### src/rtl/regfile_2r1w.sv
module regfile_2r1w #(
  parameter int DATA_W   = 32,
  parameter int ID_W     = 4,
  parameter int NUM_REGS = 8
) (
  input  logic              clk,
  input  logic              rst,
  input  logic [ID_W-1:0]   rd_a_id,
  output logic [DATA_W-1:0] rd_a_val,
  input  logic [ID_W-1:0]   rd_b_id,
  output logic [DATA_W-1:0] rd_b_val,
  input  logic [ID_W-1:0]   wr_id,
  input  logic [DATA_W-1:0] wr_val
);

  localparam int IDX_W = (NUM_REGS > 1) ? $clog2(NUM_REGS) : 1;
  localparam logic [ID_W-1:0] LIMIT = ID_W'(NUM_REGS);

  logic [DATA_W-1:0] mem [NUM_REGS];
  logic [NUM_REGS*DATA_W-1:0] flat;

  wire [IDX_W-1:0] wr_idx = wr_id[IDX_W-1:0];
  wire             wr_hit = (wr_id < LIMIT);

  assign rd_a_val = (rd_a_id < LIMIT) ? mem[rd_a_id[IDX_W-1:0]] : '0;
  assign rd_b_val = (rd_b_id < LIMIT) ? mem[rd_b_id[IDX_W-1:0]] : '0;

  always_ff @(posedge clk) begin
    if (rst) begin
      for (int i = 0; i < NUM_REGS; i++) mem[i] <= '0;
    end else if (wr_hit) begin
      mem[wr_idx] <= wr_val;
    end
  end

  for (genvar g = 0; g < NUM_REGS; g++) begin : g_flat
    assign flat[g*DATA_W +: DATA_W] = mem[g];
  end

  assert_write_lands_R2: assert property (@(posedge clk) disable iff (rst)
    wr_hit |=> mem[$past(wr_idx)] == $past(wr_val));

  assert_write_dropped_R3: assert property (@(posedge clk) disable iff (rst)
    !wr_hit |=> $stable(flat));

  assert_unmapped_zero_R4: assert property (@(posedge clk) disable iff (rst)
    (rd_a_id >= LIMIT) |-> (rd_a_val == '0));

  assert_reset_clears_R5: assert property (@(posedge clk)
    rst |=> (rd_a_val == '0 && rd_b_val == '0));

  assert_ports_agree_R7: assert property (@(posedge clk) disable iff (rst)
    (rd_a_id == rd_b_id) |-> (rd_a_val == rd_b_val));

endmodule

### config.mk
export PLATFORM = sky130hd
export DESIGN_NAME = regfile_2r1w
export DESIGN_NICKNAME = d
export VERILOG_FILES = /design/src/rtl/regfile_2r1w.sv
export SDC_FILE = /design/constraint.sdc
export NUM_CORES = 1
export LEC_CHECK = 0
export BUFFER_PORTS_ARGS = -buffer_cell sky130_fd_sc_hd__buf_2
export CAP_MARGIN = 20
export CORE_MARGIN = 3
export CORE_UTILIZATION = 55
export CTS_CLUSTER_SIZE = 40
export DETAILED_ROUTE_END_ITERATION = 8
export GPL_TIMING_DRIVEN = 0
export PLACE_DENSITY = 0.86
export SKIP_LAST_GASP = 1
export SYNTH_ARGS = -nofsm -noshare
export SYNTH_HDL_FRONTEND = slang
export SYNTH_SLANG_ARGS = --single-unit
export TNS_END_PERCENT = 1
### constraint.sdc
create_clock -name clk -period 1.8 [get_ports clk]
set_input_delay 0.27 -clock clk [delete_from_list [all_inputs] [get_ports clk]]
set_output_delay 0.27 -clock clk [all_outputs]
set_load 0.01 [all_outputs]
==> impl_metrics.env, run 1 <==
export IMPL_outcome="finished, violations left"
export IMPL_failing_checks="setup timing"
export IMPL_initial_antenna_violation_count=5
export IMPL_largestRegisters="mem (256)"
export IMPL_criticalPathCategory="reg -> out"
export IMPL_grt_remaining_overflow=0
export IMPL_mappedNetlistNets=901
export IMPL_min_delay_path_depth=2
export IMPL_regMostFlops="mem"
export IMPL_relSlewSlack=0.243
export IMPL_setup_viol_count_final=288
export IMPL_drive_above_1_share=0.344
export IMPL_dp_hpwl_um=21500
export IMPL_route_detailed_vias_per_inst=6.36
export IMPL_worst_endpoint_required_ns=1.53
export IMPL_synth_top_cell_area_share=0.565
export IMPL_postSynthCellCount=855
export IMPL_synth_top_area_cell="sky130_fd_sc_hd__edfxtp_1"
export IMPL_grt_start_max_net_pins=33
export IMPL_route_final_wire_length_um=35600
export IMPL_cts_buffers=25
export IMPL_p_per_area_mw_per_mm2=900
export IMPL_filler_cell_count=1698
export IMPL_dieArea_mm2=0.0267
export IMPL_grt_pass1_wl_um=51900
export IMPL_finalNetCount=1031
export IMPL_drt_pass1_iter_count=5
export IMPL_crit_fanout=2
export IMPL_rsz_0062_raised_after_global_routing="yes"
export IMPL_initial_utilization=0.569
export IMPL_slew_viol_final=0
export IMPL_port_buffer_count=103
export IMPL_numClockSinks=256
export IMPL_ys_warn_count=0
export IMPL_min_period_over_period=1.20
export IMPL_syn_cell_area_mm2=0.0136
export IMPL_cts_tree="yes"
export IMPL_routabilityCongestion=0.830
export IMPL_htreeDepth=1
export IMPL_grt_resource_usage_total=0.269
export IMPL_postLayoutCoreUtil=0.639
export IMPL_totalNegativeSetupSlack_ns=-45.14
export IMPL_fp_dieW_um=163
export IMPL_multi_input_comb_area_mm2=0.00555
export IMPL_place_ws_ns=-0.665
export IMPL_fin_worst_hold_slack_ns=0.101
export IMPL_sequential_cell_area_mm2=0.00769
export IMPL_setup_worst_path_end_class="output port"
export IMPL_die_height_um=163
export IMPL_yosys_top_cells_area="sky130_fd_sc_hd__edfxtp_1 (57%), sky130_fd_sc_hd__mux4_2 (21%), sky130_fd_sc_hd__and2_1 (12%)"
export IMPL_yosysSeqAreaShare=0.565
export IMPL_largest_register_ff_count=256
export IMPL_syn_area_per_cell_um2=15.9
export IMPL_area_growth_pct=12.3
export IMPL_min_delay_path_class="in -> reg"
export IMPL_worst_ir_drop_vdd_mv=0.540
export IMPL_post_route_drc_count=0
export IMPL_maxClockFrequency_mhz=462
export IMPL_drv_cap=0
export IMPL_yosysUniqueCellTypes=19
export IMPL_remaining_number_of_nets_flagged_by_the_antenna_check_after_routing=0
export IMPL_route_vias_total=8432
export IMPL_synth_seq_cells=256
export IMPL_fp_coreArea_mm2=0.0239
export IMPL_drt_iter0_markers=1408
export IMPL_clk_pin_slew_worst_paths_ns=0.06
export IMPL_grt_pass1_vias=8728
export IMPL_critPathLaunchType="flop"
export IMPL_worstPathArrival_ns=1.89
export IMPL_report_final_hold_viol_count=0
export IMPL_tightestPinTransition_ns=1.14
export IMPL_floorplan_io_pins=110
export IMPL_leakage_component_of_the_power_uw=0.00569
export IMPL_cts_buffer_depth=3
export IMPL_final_min_clock_period_ns=2.16
export IMPL_setup_slack_ns=-0.362
export IMPL_num_rows=56
export IMPL_drt_wirelength_per_cell_um=26.8
export IMPL_cts_root_buffer_cell="sky130_fd_sc_hd__clkbuf_16"
==> through the flow <==
step	cell area [um2]	total power (uW)	instances
CTS	15300	13700	1320
floorplan	13600	8340	855
detailed placement	14500	9010	1277
global route	15300	14100	1322
finish	15300	13800	1325
global placement	14500	8950	1277
==> layout make-up <==
class / count / share of cell area
timing repair buffer: 103 / 0.0337
buffer: 66 / 0.0247
tap: 319 / 0.0261
clock inverter: 11 / 0.00524
clock buffer: 32 / 0.0427
sequential: 256 / 0.503
antenna: 5 / 0.000819
multi-input combinational: 533 / 0.364
==> cell usage in the layout (no fill, tap or decap), types with 3 or more instances in the layout <==
master                      instances
sky130_fd_sc_hd__buf_2            136
sky130_fd_sc_hd__diode_2            5
sky130_fd_sc_hd__clkbuf_1          15
sky130_fd_sc_hd__clkbuf_2           8
sky130_fd_sc_hd__clkinv_2           4
sky130_fd_sc_hd__buf_6              4
sky130_fd_sc_hd__edfxtp_1         256
sky130_fd_sc_hd__or2_2              7
sky130_fd_sc_hd__mux4_2           128
sky130_fd_sc_hd__nor2_1            63
sky130_fd_sc_hd__clkbuf_16         25
sky130_fd_sc_hd__nor2_2             4
sky130_fd_sc_hd__clkinv_1           4
sky130_fd_sc_hd__nor2_4             3
sky130_fd_sc_hd__mux2i_1           62
sky130_fd_sc_hd__buf_4             13
sky130_fd_sc_hd__and2_1           254
==> logic make-up after synthesis <==
group                  Yosys count  share of synthesized area
buffers and inverters           66                     0.0276
flip-flops                     256                      0.565
multiplexers                   192                      0.259
AND/OR/NAND/NOR                341                      0.148
==> critical path, stage by stage (launching register included) <==
cell and delay [ns]:
sky130_fd_sc_hd__edfxtp_1 0.41, sky130_fd_sc_hd__mux4_2 0.50, sky130_fd_sc_hd__mux2i_1 0.25, sky130_fd_sc_hd__nor2_1 0.06, sky130_fd_sc_hd__buf_2 0.16
==> per-layer routing <==
metal  routed length (um)  up-vias  GRT usage
met3                 3800      139     0.0477
met2                17600      588      0.454
met4                 1580        6      0.128
li1                     -     3513          -
met5                   28        -          0
met1                12500     4186      0.341
==> what timing repair did <==
action / in CTS / in global routing
hold buffers: 0 / 0
setup buffers: 0 / 0
resized for setup: 4 / 1
endpoints found under the setup margin: 288 / 288
==> synthesized netlist by cell type <==
| cell type | n |
|---|---|
| sky130_fd_sc_hd__and2_1 | 254 |
| sky130_fd_sc_hd__and2_2 | 2 |
| sky130_fd_sc_hd__buf_2 | 33 |
| sky130_fd_sc_hd__buf_4 | 13 |
| sky130_fd_sc_hd__buf_6 | 4 |
| sky130_fd_sc_hd__clkbuf_1 | 10 |
| sky130_fd_sc_hd__clkbuf_2 | 6 |
| sky130_fd_sc_hd__edfxtp_1 | 256 |
| sky130_fd_sc_hd__mux2i_1 | 64 |
| sky130_fd_sc_hd__mux4_2 | 128 |
| sky130_fd_sc_hd__nand2_1 | 1 |
| sky130_fd_sc_hd__nand2b_1 | 2 |
| sky130_fd_sc_hd__nor2_1 | 64 |
| sky130_fd_sc_hd__nor2_2 | 3 |
| sky130_fd_sc_hd__nor2_4 | 3 |
| sky130_fd_sc_hd__nor3_4 | 2 |
| sky130_fd_sc_hd__or2_2 | 8 |
| sky130_fd_sc_hd__or3_4 | 1 |
| sky130_fd_sc_hd__or3b_4 | 1 |
==> path summary, 6_finish.rpt <==
kind	from	endpoint	slack, ns
worst max-delay path	mem[6][10]	rd_a_val[10]	-0.36
worst min-delay path	wr_val[22]	mem[2][22]	0.10
==> power by group <==
group	internal, uW	switching [uW]	total [uW]
Sequential	6950	192	7140
Clock	2690	2150	4840
Combinational	829	943	1770
Total	10500	3290	13800
Power figures use the tool's default switching activity.
==> run 2, diff against run 1 <==
--- a/config.mk
+++ b/config.mk
@@ -12,4 +12,5 @@
 export CTS_CLUSTER_SIZE = 40
 export DETAILED_ROUTE_END_ITERATION = 8
+export GPL_ROUTABILITY_DRIVEN = 0
 export GPL_TIMING_DRIVEN = 0
 export PLACE_DENSITY = 0.86
==> constraint.sdc (replaced) <==
create_clock -name clk -period 1.8 [get_ports clk]
set_input_delay 0.27 -clock clk [delete_from_list [all_inputs] [get_ports clk]]
set_output_delay 0.27 -clock clk [all_outputs]
set_load 0.05 [all_outputs]
==> run 2 against run 1 <==
  * Via count up 0.11%
  * The run still ends with setup timing left
  * Count of clock-buffer cells in the layout is 5 lower
  * Fmax down 5.3%
  * Power is 7.9% higher
  * Routed wire length rose by 1.8%
  * Combinational power rose by 27%
  * Sequential power barely moved
  * Final area rose by 1.2%
  * Flip-flop and latch count unchanged
  * First-iteration DRC count shrank 2.3%
  * Sequential share of layout area fell by 0.59 points
==> impl_metrics.env, run 2 (synthesized netlist as in run 1, its figures left out) <==
export IMPL_crit_fanout=2
export IMPL_remaining_number_of_nets_flagged_by_the_antenna_check_after_routing=0
export IMPL_fin_worst_hold_slack_ns=0.0927
export IMPL_outcome="finished, violations left"
export IMPL_sw_share=0.262
export IMPL_dieArea_mm2=0.0267
export IMPL_multi_input_comb_area_mm2=0.00558
export IMPL_power_frac_clock=0.367
export IMPL_drt_iter0_markers=1375
export IMPL_finalNetCount=1032
export IMPL_layout_cell_area_non_filler_mm2=0.0155
export IMPL_most_common_layout_cells="sky130_fd_sc_hd__edfxtp_1 (256), sky130_fd_sc_hd__and2_1 (254), sky130_fd_sc_hd__buf_2 (130)"
export IMPL_slew_viol_final=0
export IMPL_worstPathArrival_ns=2.01
export IMPL_failing_checks="setup timing"
export IMPL_die_height_um=163
export IMPL_cts_root_buffer_cell="sky130_fd_sc_hd__clkbuf_16"
export IMPL_worst_ir_drop_vdd_mv=0.632
export IMPL_route_vias_total=8441
export IMPL_grt_pass1_wl_um=53200
export IMPL_timing_hold_worst_start="wr_val[29]"
export IMPL_htreeDepth=1
export IMPL_min_delay_path_depth=2
export IMPL_mostFrequentLayoutCell="sky130_fd_sc_hd__edfxtp_1"
export IMPL_final_min_clock_period_ns=2.28
export IMPL_maxClockFrequency_mhz=438
export IMPL_fp_dieW_um=163
export IMPL_grt_pass1_vias=8996
export IMPL_largestRegisters="mem (256)"
export IMPL_crit_start="mem[5][31]"
export IMPL_grt_remaining_overflow=0
export IMPL_clk_pin_slew_worst_paths_ns=0.06
export IMPL_sequential_cell_area_mm2=0.00769
export IMPL_fp_coreArea_mm2=0.0239
export IMPL_drv_cap=0
export IMPL_initial_antenna_violation_count=4
export IMPL_route_detailed_vias_per_inst=6.36
export IMPL_post_dp_cell_area_mm2=0.0145
export IMPL_min_delay_path_class="in -> reg"
export IMPL_grt_start_max_net_pins=33
export IMPL_post_route_drc_count=0
export IMPL_numClockSinks=256
export IMPL_min_period_over_period=1.27
export IMPL_hold_end="mem[6][29]"
export IMPL_criticalPathCategory="reg -> out"
export IMPL_switching_power_uw=3880
export IMPL_largest_register_ff_count=256
export IMPL_drt_pass1_iter_count=6
export IMPL_internal_power_uw=11000
export IMPL_setup_worst_path_end_class="output port"
export IMPL_cts_setup_buffers=0
export IMPL_setup_slack_ns=-0.484
export IMPL_filler_cell_count=1654
export IMPL_cts_hold_bufs=0
export IMPL_totalPowerFinal_uw=14800
export IMPL_rsz_0062_raised_after_global_routing="yes"
export IMPL_num_rows=56
export IMPL_critPathLaunchType="flop"
export IMPL_area_growth_pct=13.6
export IMPL_report_final_hold_viol_count=0
export IMPL_dp_hpwl_um=21700
export IMPL_setup_viol_count_final=320
export IMPL_drive_above_1_share=0.358
export IMPL_drt_wirelength_per_cell_um=27.3
export IMPL_tightestPinTransition_ns=1.17
export IMPL_floorplan_io_pins=110
export IMPL_grt_resource_usage_total=0.277
export IMPL_initial_utilization=0.569
export IMPL_leakage_component_of_the_power_uw=0.00577
export IMPL_place_ws_ns=-0.792
export IMPL_worst_endpoint_required_ns=1.53
export IMPL_share_comb_of_total_power=0.151
export IMPL_cts_buffers=26
export IMPL_seqPwrFrac=0.482
export IMPL_regMostFlops="mem"
export IMPL_totalNegativeSetupSlack_ns=-60.78
export IMPL_cts_tree="yes"
export IMPL_p_per_area_mw_per_mm2=960
export IMPL_cts_buffer_depth=3
export IMPL_relSlewSlack=0.221
export IMPL_port_buffer_count=103
export IMPL_route_final_wire_length_um=36200
==> run 2: cell count changes in the layout (fill, tap and decap cells not counted), moves of 3 or more <==
cell                       previous run  this run
sky130_fd_sc_hd__clkbuf_1            15         8
sky130_fd_sc_hd__buf_2              136       130
sky130_fd_sc_hd__buf_6                4        10
sky130_fd_sc_hd__nor2_1              63        59
sky130_fd_sc_hd__nor2_2               4         8
sky130_fd_sc_hd__clkinv_2             4         7
sky130_fd_sc_hd__mux2i_1             62        59
==> run 2: power by group through the flow <==
stage,combinational (uW),sequential (uW),clock [uW]
6_report,2240,7160,5450
3_5_place_dp,2180,7260,0
3_3_place_gp,2150,7220,0
2_1_floorplan,1600,7160,0
5_1_grt,2340,7190,5680
4_1_cts,2220,7140,5430
==> run 2: final cells by class <==
| cell class | count | share of cell area |
|---|---|---|
| tap | 319 | 0.0258 |
| sequential | 256 | 0.497 |
| buffer | 66 | 0.0244 |
| antenna | 4 | 0.000647 |
| multi-input combinational | 533 | 0.361 |
| timing repair buffer | 103 | 0.0358 |
| clock inverter | 19 | 0.0113 |
| clock buffer | 27 | 0.0437 |
==> run 2: repair_timing <==
action / in CTS / in global routing
pin swaps: 0 / 1
endpoints found under the setup margin: 320 / 320
resized for setup: 16 / 9
==> run 2: critical path: stages, from the launching register on <==
cell and delay, ns:
sky130_fd_sc_hd__edfxtp_1 0.45, sky130_fd_sc_hd__mux4_2 0.56, sky130_fd_sc_hd__mux2i_2 0.21, sky130_fd_sc_hd__nor2_2 0.09
sky130_fd_sc_hd__buf_6 0.16
==> run 2: metrics by stage <==
step                      utilization  instances
after global routing            0.647       1325
after CTS                       0.645       1323
after detailed placement        0.608       1277
after floorplan                     -        855
after global placement          0.608       1277
final                           0.647       1327
==> run 2: metal layers <==
| layer | wire (um) | track usage |
|---|---|---|
| met2 | 18600 | 0.478 |
| met5 | 26 | 0 |
| met1 | 12400 | 0.336 |
| met3 | 3720 | 0.0528 |
| met4 | 1480 | 0.134 |
==> run 2: how the worst max path moves through the flow <==
| stage | cells past startpoint | end | slack, ns |
|---|---|---|---|
| after floorplan | 5 | rd_a_val[22] | -0.21 |
| after global placement | 4 | mem[2][30] | -0.74 |
| after detailed placement | 4 | mem[2][30] | -0.79 |
| after CTS | 4 | rd_a_val[11] | -0.45 |
| after global routing | 4 | rd_b_val[31] | -0.49 |
| final | 4 | rd_b_val[31] | -0.48 |
==> run 3, diff against run 2 <==
Settings changed: BUFFER_PORTS_ARGS -buffer_cell sky130_fd_sc_hd__buf_2 to unset, CORE_UTILIZATION 55 to 58, DONT_BUFFER_PORTS set to 1, PLACE_DENSITY 0.86 to 0.85.
==> run 3 against run 2 <==
  * The flow still finishes with violations (setup timing)
  * Power is 0.73% higher
  * Clock power hardly changed
  * Count of clock-buffer cells in the layout is 6 higher
  * Sequential share of layout area is 0.76 points lower
  * Die area is 5.0% lower
  * Global-route usage is 0.71 points higher
  * Combinational power is 5% higher
  * Hold slack better by 0.010 ns
  * Via count is 2.7% lower
  * Core utilization is 4.0 points higher
  * Setup slack better by 0.14 ns
  * Fmax is 6.6% higher
==> impl_metrics.env, run 3 (synthesized netlist as in run 1, its figures left out) <==
export IMPL_critPathMaxStageDelay_ns=0.53
export IMPL_p_per_area_mw_per_mm2=952
export IMPL_timing_critical_path_max_delay_family="multiplexers"
export IMPL_worst_ir_drop_vdd_mv=0.662
export IMPL_worst_endpoint_required_ns=1.53
export IMPL_slew_viol_final=0
export IMPL_drt_wirelength_per_cell_um=28.7
export IMPL_path_cells="mux4_2 > mux2i_4 > nor2_4"
export IMPL_grt_pass1_vias=8790
export IMPL_crit_path_top_delay_cell="sky130_fd_sc_hd__mux4_2"
export IMPL_grt_resource_usage_total=0.284
export IMPL_drt_pass1_iter_count=5
export IMPL_route_vias_total=8215
export IMPL_cts_buffer_depth=3
export IMPL_dp_hpwl_um=20800
export IMPL_worstPathArrival_ns=1.87
export IMPL_leakage_component_of_the_power_uw=0.00544
export IMPL_floorplan_io_pins=110
export IMPL_final_min_clock_period_ns=2.14
export IMPL_clk_pin_slew_worst_paths_ns=0.06
export IMPL_drv_cap=0
export IMPL_initial_utilization=0.595
export IMPL_die_height_um=159
export IMPL_totalNegativeSetupSlack_ns=-19.95
export IMPL_failing_checks="setup timing"
export IMPL_mostFrequentLayoutCell="sky130_fd_sc_hd__edfxtp_1"
export IMPL_critPathLaunchType="flop"
export IMPL_grt_pass1_wl_um=52900
export IMPL_postLayoutCoreUtil=0.687
export IMPL_outcome="finished, violations left"
export IMPL_report_final_hold_viol_count=0
export IMPL_cts_buffers=26
export IMPL_totalPowerFinal_uw=14900
export IMPL_crit_fanout=2
export IMPL_tightestPinTransition_ns=1.19
export IMPL_drt_iter0_markers=992
export IMPL_regMostFlops="mem"
export IMPL_dieArea_mm2=0.0253
export IMPL_critical_path_depth=3
export IMPL_endpoint="rd_b_val[31]"
export IMPL_area_growth_pct=15.4
export IMPL_route_detailed_vias_per_inst=6.58
export IMPL_route_final_wire_length_um=35800
export IMPL_initial_antenna_violation_count=0
export IMPL_htreeDepth=1
export IMPL_min_period_over_period=1.19
export IMPL_setup_slack_ns=-0.343
export IMPL_grt_remaining_overflow=0
export IMPL_relSlewSlack=0.205
export IMPL_cts_tree="yes"
export IMPL_post_route_drc_count=0
export IMPL_most_common_layout_cells="sky130_fd_sc_hd__edfxtp_1 (256), sky130_fd_sc_hd__and2_1 (254), sky130_fd_sc_hd__mux4_2 (128)"
export IMPL_setup_viol_count_final=135
export IMPL_min_delay_path_class="in -> reg"
export IMPL_largestRegisters="mem (256)"
export IMPL_criticalPathCategory="reg -> out"
export IMPL_critical_path_buf_inv_count=0
export IMPL_fp_coreArea_mm2=0.0228
export IMPL_maxClockFrequency_mhz=467
export IMPL_insertedDiodeCount=0
export IMPL_num_rows=55
export IMPL_largest_register_ff_count=256
export IMPL_fp_dieW_um=159
export IMPL_finalNetCount=964
export IMPL_crit_start="mem[0][31]"
export IMPL_port_buffer_count=0
export IMPL_grt_start_max_net_pins=33
export IMPL_rsz_0062_raised_after_global_routing="yes"
export IMPL_cts_root_buffer_cell="sky130_fd_sc_hd__clkbuf_16"
export IMPL_drive_above_1_share=0.355
export IMPL_setup_worst_path_end_class="output port"
export IMPL_remaining_number_of_nets_flagged_by_the_antenna_check_after_routing=0
export IMPL_numClockSinks=256
[run 3: how the worst min path moves through the flow]
stage                from         end  depth (start not counted)
3_5_place_dp   wr_val[29]  mem[4][29]                          1
4_1_cts          wr_id[0]   mem[0][0]                          2
3_3_place_gp   wr_val[26]  mem[7][26]                          1
6_report         wr_id[2]   mem[0][0]                          2
2_1_floorplan   wr_val[0]   mem[0][0]                          1
5_1_grt          wr_id[0]   mem[0][0]                          2
[run 3: final cells by class]
| cell class | instances | area (um2) |
|---|---|---|
| timing repair buffer | 35 | 365 |
| fill | 1461 | 7150 |
| tap | 313 | 392 |
| multi-input combinational | 533 | 6020 |
| clock buffer | 33 | 698 |
| clock inverter | 12 | 158 |
| buffer | 66 | 383 |
| sequential | 256 | 7690 |
[run 3: timing repair]
item	CTS	global route
endpoints found under the hold margin	256	0
pin swaps	0	1
setup endpoints to repair	101	149
gates resized for setup	117	10
hold buffers	32	0
buffers inserted	0	0
[run 3: per-layer routing]
metal,share of wire,up-vias,routed length (um),GRT usage
li1,-,3388,-,-
met1,0.33,4116,11800,0.343
met2,0.51,592,18300,0.477
met3,0.12,119,4280,0.0684
met4,0.042,0,1520,0.151
met5,0,-,0,0
[run 3: metrics by stage]
stage	setup WS, ns	cell area (um2)	hold WS (ns)	std cells
after floorplan	-0.209	13600	0.468	855
after global placement	-0.790	14000	0.469	1168
after detailed placement	-0.821	14000	0.472	1168
after CTS	-0.283	15600	0.0891	1245
after global routing	-0.336	15700	0.0963	1248
final	-0.343	15700	0.103	1248
[run 3: power by group]
group | switching (uW) | total, uW | leakage (uW) | internal (uW)
Sequential | 192 | 7140 | 0.00245 | 6950
Clock | 2160 | 5460 | 0.000416 | 3290
Combinational | 1470 | 2350 | 0.00257 | 874
Total | 3830 | 14900 | 0.00544 | 11100
